**src/rtl/cond_alu.sv**
```systemverilog
module cond_alu #(
  parameter int W = 32
) (
  input  logic         clk,
  input  logic         rst_n,
  input  logic [W-1:0] op_a,
  input  logic [W-1:0] op_b,
  input  logic [3:0]   opsel,
  input  logic [3:0]   cond,
  input  logic         set_flags,
  input  logic [3:0]   flags_in,
  input  logic         shift_cy,
  output logic [W-1:0] result,
  output logic         result_we,
  output logic [3:0]   flags_out,
  output logic         flags_we
);
  localparam int MSB = W - 1;

  logic fn, fz, fc, fv;
  assign {fn, fz, fc, fv} = flags_in;

  logic pass;
  always_comb begin
    case (cond)
      4'h0: pass = fz;
      4'h1: pass = !fz;
      4'h2: pass = fc;
      4'h3: pass = !fc;
      4'h4: pass = fn;
      4'h5: pass = !fn;
      4'h6: pass = fv;
      4'h7: pass = !fv;
      4'h8: pass = fc && !fz;
      4'h9: pass = !fc || fz;
      4'hA: pass = (fn == fv);
      4'hB: pass = (fn != fv);
      4'hC: pass = !fz && (fn == fv);
      4'hD: pass = fz || (fn != fv);
      4'hE: pass = 1'b1;
      default: pass = 1'b0;
    endcase
  end

  logic flag_only;
  assign flag_only = (opsel[3:2] == 2'b10);

  logic         arith;
  logic [W-1:0] ax, ay;
  logic         acin;
  always_comb begin
    arith = 1'b1;
    ax    = op_a;
    ay    = op_b;
    acin  = 1'b0;
    case (opsel)
      4'h4, 4'hB: ;
      4'h5:       acin = fc;
      4'h2, 4'hA: begin ay = ~op_b; acin = 1'b1; end
      4'h6:       begin ay = ~op_b; acin = fc;   end
      4'h3:       begin ax = op_b; ay = ~op_a; acin = 1'b1; end
      4'h7:       begin ax = op_b; ay = ~op_a; acin = fc;   end
      default:    arith = 1'b0;
    endcase
  end

  logic [W:0] sum;
  assign sum = {1'b0, ax} + {1'b0, ay} + {{W{1'b0}}, acin};

  logic [W-1:0] lres;
  always_comb begin
    case (opsel)
      4'h0, 4'h8: lres = op_a & op_b;
      4'h1, 4'h9: lres = op_a ^ op_b;
      4'hC:       lres = op_a | op_b;
      4'hD:       lres = op_b;
      4'hE:       lres = op_a & ~op_b;
      default:    lres = ~op_b;
    endcase
  end

  logic [W-1:0] res_c;
  logic         nc, nv;
  assign res_c = arith ? sum[W-1:0] : lres;
  assign nc    = arith ? sum[W] : shift_cy;
  assign nv    = arith ? ((ax[MSB] == ay[MSB]) && (sum[MSB] != ax[MSB])) : fv;

  logic wr_n, fw_n;
  assign wr_n = pass && !flag_only;
  assign fw_n = pass && (flag_only || set_flags);

  always_ff @(posedge clk or negedge rst_n) begin
    if (!rst_n) begin
      result    <= '0;
      result_we <= 1'b0;
      flags_out <= 4'h0;
      flags_we  <= 1'b0;
    end else begin
      result    <= wr_n ? res_c : '0;
      result_we <= wr_n;
      flags_we  <= fw_n;
      flags_out <= fw_n ? {res_c[MSB], (res_c == '0), nc, nv} : flags_in;
    end
  end

  AST_FAIL_SQUASH: assert property (@(posedge clk) disable iff (!rst_n)
    !pass |=> (!result_we && !flags_we));
  AST_FLAGS_KEPT: assert property (@(posedge clk) disable iff (!rst_n)
    !fw_n |=> (flags_out == $past(flags_in)));
  AST_FLAG_ONLY: assert property (@(posedge clk) disable iff (!rst_n)
    (pass && flag_only) |=> (flags_we && !result_we));
  AST_IDLE_ZERO: assert property (@(posedge clk) disable iff (!rst_n)
    !result_we |-> (result == '0));
  AST_N_FROM_RESULT: assert property (@(posedge clk) disable iff (!rst_n)
    (result_we && flags_we) |-> (flags_out[3] == result[MSB]));
  AST_Z_FROM_RESULT: assert property (@(posedge clk) disable iff (!rst_n)
    (result_we && flags_we) |-> (flags_out[2] == (result == '0)));
  AST_LOGIC_V_KEPT: assert property (@(posedge clk) disable iff (!rst_n)
    (pass && !arith && !flag_only && set_flags) |=> (flags_out[0] == $past(flags_in[0])));
endmodule

```
**config.mk**
```make
export PLATFORM = sky130hd
export DESIGN_NAME = cond_alu
export DESIGN_NICKNAME = d
export VERILOG_FILES = /design/src/rtl/cond_alu.sv
export SDC_FILE = /design/constraint.sdc
export NUM_CORES = 1
export LEC_CHECK = 0
export ABC_AREA = 0
export BUFFER_PORTS_ARGS = -buffer_cell sky130_fd_sc_hd__buf_2
export CAP_MARGIN = 20
export CORE_MARGIN = 2
export CORE_UTILIZATION = 63
export DETAILED_ROUTE_END_ITERATION = 8
export PLACE_DENSITY_LB_ADDON = 0.08
export SETUP_SLACK_MARGIN = 0.4
export SLEW_MARGIN = 40
export SYNTH_ARGS = -nofsm -noshare
export SYNTH_HDL_FRONTEND = slang
export SYNTH_SLANG_ARGS = --single-unit
export TNS_END_PERCENT = 50
```
**constraint.sdc**
```tcl
create_clock -name clk -period 0.8 [get_ports clk]
set_input_delay 0.08 -clock clk [delete_from_list [all_inputs] [get_ports clk]]
set_output_delay 0.08 -clock clk [all_outputs]
set_load 0.005 [all_outputs]
```
==> implementation parameters, run 1 <==
Parameter                              Value

Synth
  Number of warnings issued by yosys    0
  Biggest area contributors in the synthesized netlist    sky130_fd_sc_hd__dfrtp_1, sky130_fd_sc_hd__ha_1, sky130_fd_sc_hd__o21ai_0
  FF+latch count, synth    38
  Main combinational cell family by area after synthesis    compound AO/OA/AOI/OAI gates
  Multiplexer share of the synthesized area    ~1.4%
  Syn Nets    1155
  Share of the synthesized area in compound gates (AO/OA/AOI/OAI)    a little under two fifths
  Flip-flop cell with the highest count after synthesis    sky130_fd_sc_hd__dfrtp_1
  Post-Synthesis Mean Instance Area    around 6.7 um2
  Register area share after synthesis    14.0%
  XOR/XNOR share of the synthesized area    under 10%
  Dominant cell type by area after synthesis    sky130_fd_sc_hd__dfrtp_1
  Synth Instances    1010
  Number of library cell types mapped by synthesis    78
  Area fraction in and, or, nand and nor cells after synthesis    between 20% and 30%
  Adder and majority gate portion of the synthesized area    12.2%
  Number of synthesized flops with an enable pin    0
  Share of flip-flops with an asynchronous set or reset    100%
  Synth top area share    roughly 14%
  Cell area after synthesis    ~7000 um2

Clock network
  Number of buffers created by CTS    5
  Maximum clock path buffer count    2
  Root buffer selected by CTS    sky130_fd_sc_hd__clkbuf_8
  Htree depth    2
  Clock sink total    38
  Cells resized by post-CTS repair    roughly 200
  Setup bufs post-CTS    31

Placed design
  Detailed-placement wirelength estimate    about 25000 um
  Inst Count DP    1490
  Final weighted congestion of routability-driven global placement    between 1 and 1.5
  Total cell area at the placement stage    about 9600 um2
  Port-buffer cells    roughly 120
  Placement-stage worst setup slack    -3230 ps

Floorplanning
  Vertical die dimension    roughly 110 um
  Die outline width    about 110 um
  Num ports    118
  Starting density of the core    65.4%
  Site row count    37

Status
  Stage reached    clock tree synthesis
  Result of the run    did not finish
  First error    [ERROR DPL-0038] Utilization greater than 100%, impossible to legalize
==> cells by family after synthesis <==
logic type | after synthesis
adder cells (fa/ha/maj) | 65
AND/OR/NAND/NOR | 316
flip-flops | 38
XOR/XNOR | 28
multiplexers | 9
buffers and inverters | 144
AO/OA/AOI/OAI | 410
==> cell usage after synthesis, drive strengths merged, types with 15 or more instances <==
| library cell | instances |
|---|---|
| clkbuf | 47 |
| nor2 | 72 |
| nand2 | 136 |
| o211ai | 15 |
| buf | 20 |
| o21ai | 148 |
| a21oi | 87 |
| inv | 75 |
| o22ai | 21 |
| xnor2 | 16 |
| ha | 63 |
| dfrtp | 38 |
==> per-stage QoR <==
stage | util [%] | setup TNS (ps)
2_1_floorplan | - | -89680
3_3_place_gp | 91.9 | -87090
3_5_place_dp | 91.9 | -92710
==> run 2, diff against run 1 <==
CORE_UTILIZATION = 40   (was 63)
PLACE_DENSITY_LB_ADDON = 0.15   (was 0.08)
SETUP_SLACK_MARGIN = default   (was 0.4)
==> run 2 against run 1 <==
The flow now finishes, with violations (negative setup slack); synthesized cell count unchanged; synthesized area unchanged.
==> implementation parameters, run 2 <==
Parameter                              Value

Floorplanning
  CORE AREA    approximately 17000 um2
  Full die area    between 15000 and 20000 um2
  Num ports    118 (unchanged)
  Starting density of the core    40.9% (was 65.4%)
  Vertical die dimension    134 um (was 108 um)
  Die outline width    134 um (was 108 um)
  Site row count    47 (was 37)

Global route
  Global-route wire length before repair    slightly below 50000 um
  GRT overflow    0
  Number of antenna violations at the first check in global routing    0
  Via count of the first global-routing pass    around 9k
  Aggregate global-route resource usage    about a third
  Maximum number of pins on one net before global-route repair    53

STA
  Post-Route Hold Slack    just over 80 ps
  Final setup violating endpoints    between 70 and 80
  Max Clk Rate    roughly 280 MHz
  Pins over their slew limit    0
  Worst-margin pin slew    ~630 ps
  RSZ-0062 raised after global routing    yes
  Minimum clock period    3630 ps
  Final setup margin    -2830 ps
  Worst slew margin relative to its limit    ~58%
  Final worst-path cycle share    453%
  Final hold violation count    0

Synth
  FF+latch count, synth    38 (unchanged)
  Multiplexer share of the synthesized area    1.43% (unchanged)
  Number of warnings issued by yosys    0 (unchanged)
  Area fraction in and, or, nand and nor cells after synthesis    21.9% (unchanged)
  Cell area after synthesis    6810 um2 (unchanged)
  Dominant cell type by area after synthesis    sky130_fd_sc_hd__dfrtp_1 (unchanged)
  Synth top area share    14.0% (unchanged)
  Synth top cells by count    sky130_fd_sc_hd__o21ai_0, sky130_fd_sc_hd__nand2_1, sky130_fd_sc_hd__a21oi_1, sky130_fd_sc_hd__inv_1, sky130_fd_sc_hd__nor2_1 (unchanged)
  Post-Synthesis Mean Instance Area    6.74 um2 (unchanged)
  Register area share after synthesis    14.0% (unchanged)
  Main combinational cell family by area after synthesis    compound AO/OA/AOI/OAI gates (unchanged)
  Syn Nets    1155 (unchanged)
  Most frequently used cell type in the post-synthesis netlist    sky130_fd_sc_hd__o21ai_0 (unchanged)
  Share of flip-flops with an asynchronous set or reset    100% (unchanged)
  Number of library cell types mapped by synthesis    78 (unchanged)
  Number of synthesized flops with an enable pin    0 (unchanged)
  Share of the synthesized area in compound gates (AO/OA/AOI/OAI)    37.9% (unchanged)
  Adder and majority gate portion of the synthesized area    12.2% (unchanged)
  Biggest area contributors in the synthesized netlist    sky130_fd_sc_hd__dfrtp_1, sky130_fd_sc_hd__ha_1, sky130_fd_sc_hd__o21ai_0 (unchanged)
  Flip-flop cell with the highest count after synthesis    sky130_fd_sc_hd__dfrtp_1 (unchanged)
  Synth Instances    1010 (unchanged)
  XOR/XNOR share of the synthesized area    3.60% (unchanged)

Placed design
  Detailed-placement wirelength estimate    23400 um (was 25400 um)
  Port-buffer cells    117 (unchanged)
  Total cell area at the placement stage    9850 um2 (was 9570 um2)
  Final weighted congestion of routability-driven global placement    0.996 (was 1.13)
  Inst Count DP    1597 (was 1490)

Hold path
  Startpoint of the worst hold path    flags_in[3]
  Hold depth    2
  Worst-case hold path end point    flags_out[3]
  Class of the worst hold path    in -> reg

Setup path
  Sort of element at the start of the critical path    input pin
  Required @ worst endpoint    roughly 1000 ps
  CP max-delay cell    sky130_fd_sc_hd__a221o_1
  CP endpoint kind    register
  Maximum cell stage delay along the critical path    approximately 390 ps
  Most numerous cell on the critical path    sky130_fd_sc_hd__buf_4
  Critical-path maximum fanout    11
  Category of the most critical setup path    in -> reg
  Data arrival at the endpoint of the critical path    3810 ps
  Series of cell instances along the critical path    buf_6 > buf_4 > or2_4 > buf_4 > nand2_1 > o21ai_0 > ha_1 > buf_4 > and3_2 > a221o_1 > a21oi_2 > buf_4 > nor2_4 > mux2i_1 > o21ai_2 > nand4b_1 > nor4_4 > nand4_1 > o41ai_2

Clock network
  Clock sink total    38 (unchanged)
  Maximum clock path buffer count    2 (unchanged)
  Clock slew at the register clock pins of the worst setup and hold paths    around 50 ps
  Root buffer selected by CTS    sky130_fd_sc_hd__clkbuf_16 (was sky130_fd_sc_hd__clkbuf_8)
  Number of buffers created by CTS    5 (unchanged)
  TritonCTS clock tree    done
  Htree depth    2 (unchanged)

Run
  Max-Cap Viols    0

Finish
  Final std cell area, no fill    12000 um2
  Layout cells sized above 1    49.0%
  Area of the multi-input gates    between 6000 and 7000 um2
  Non-filler cells, final    about 1.7k
  Leading registers by flop count    result (32), flags_out (4)
  Commonest non-fill, non-tap cell in the layout    sky130_fd_sc_hd__buf_4
  Flip-flop count of the largest register, all copies and words added    32
  Most flop-heavy register    result
  Top library cells by usage in the layout, fill and taps aside    sky130_fd_sc_hd__buf_4, sky130_fd_sc_hd__nand2_1, sky130_fd_sc_hd__buf_2, sky130_fd_sc_hd__o21ai_0, sky130_fd_sc_hd__inv_1
  Synthesis-to-layout area growth    76.6%
  Area taken by flip-flops and latches    951 um2
  Layout net count    1594
  FILL cells    roughly 1.3k
  Ant diodes    0

Routing
  Vias/cell    5.88
  Routed wire length per instance    19.4 um
  Wirelength, routed    between 30000 and 40000 um
  First-pass detailed-route iteration total    6
  DRC violation count after routing    0
  Routed Antenna Nets    0
  Count of vias placed by the detailed router    a little under 10k
  Number of violations reported at the end of detailed-routing iteration 0    1006

Status
  Result of the run    finished, violations left (was did not finish)
  Violations in the final reports    negative setup slack

Pwr
  Largest voltage drop on the vdd net    between 1 and 1.5 mV
  Leakage dissipation    between 5 and 6 nW
  Cell Pwr Density    1430 nW/um2
run 2: cell counts after synthesis:
Identical to the previous run, type by type.
run 2: stage by stage:
| stage | util [%] | TNS (ps) | setup WS [ps] | power (W) |
|---|---|---|---|---|
| detailed placement | 59.2 | -92620 | -3310 | 0.0112 |
| CTS | 66.3 | -74900 | -2810 | 0.0152 |
| finish | 72.3 | -79180 | -2830 | 0.0173 |
| global placement | 59.2 | -90120 | -3180 | 0.0112 |
| global route | 72.3 | -84650 | -2980 | 0.0181 |
| floorplan | - | -91340 | -3350 | 0.00668 |
run 2: worst max-delay path by stage:
stage / from / end / slack [ps]
4_1_cts: opsel[2] / flags_out[2] / -2810
2_1_floorplan: opsel[0] / flags_out[2] / -3350
3_3_place_gp: opsel[2] / flags_out[2] / -3180
6_report: opsel[3] / flags_out[2] / -2830
3_5_place_dp: opsel[2] / flags_out[2] / -3310
5_1_grt: opsel[2] / flags_out[2] / -2980
run 2: where the power goes:
| part | switching (W) | internal (W) |
|---|---|---|
| registers | 0.0000708 | 0.00222 |
| logic | 0.00626 | 0.00612 |
| clock network | 0.000710 | 0.00187 |
| total | 0.00704 | 0.0102 |
run 2: logic make-up after synthesis:
logic type,count (synthesis)
AND/OR/NAND/NOR,316
XOR/XNOR,28
AO/OA/AOI/OAI,410
flip-flops,38
buffers and inverters,144
adder cells (fa/ha/maj),65
multiplexers,9
run 2: routing by layer:
layer | up-vias | global-route usage [%] | share of wire (%)
met1 | 4620 | 44.7 | 41
met2 | 524 | 56.0 | 46
met3 | 110 | 3.57 | 8.6
met5 | - | 0 | 0
li1 | 4572 | - | -
met4 | 0 | 13.6 | 4.3
run 2: what timing repair did:
action                                  4_1_cts  5_1_grt
hold buffers                                  1        0
pin swaps                                    84      108
buffers inserted                             43       42
hold endpoints to repair                     38        0
endpoints found under the setup margin       76       76
gates resized for setup                     191      164
run 2: cell type report:
| cell class | instances | area share (%) |
|---|---|---|
| timing repair buffer | 500 | 31.9 |
| inverter | 76 | 2.41 |
| multi-input combinational | 828 | 53.9 |
| tap | 220 | 2.29 |
| clock buffer | 6 | 1.15 |
| sequential | 38 | 7.91 |
| clock inverter | 2 | 0.499 |
run 2: worst max-delay path, delay by kind of cell:
| family | cells | cell delay [ps] |
|---|---|---|
| and+or+nand+nor | 7 | 1360 |
| AOI/OAI and AO/OA | 5 | 1080 |
| muxes | 1 | 170 |
| buffers and inverters | 5 | 780 |
| adders and majority gates | 1 | 340 |
Power figures use the tool's default switching activity.
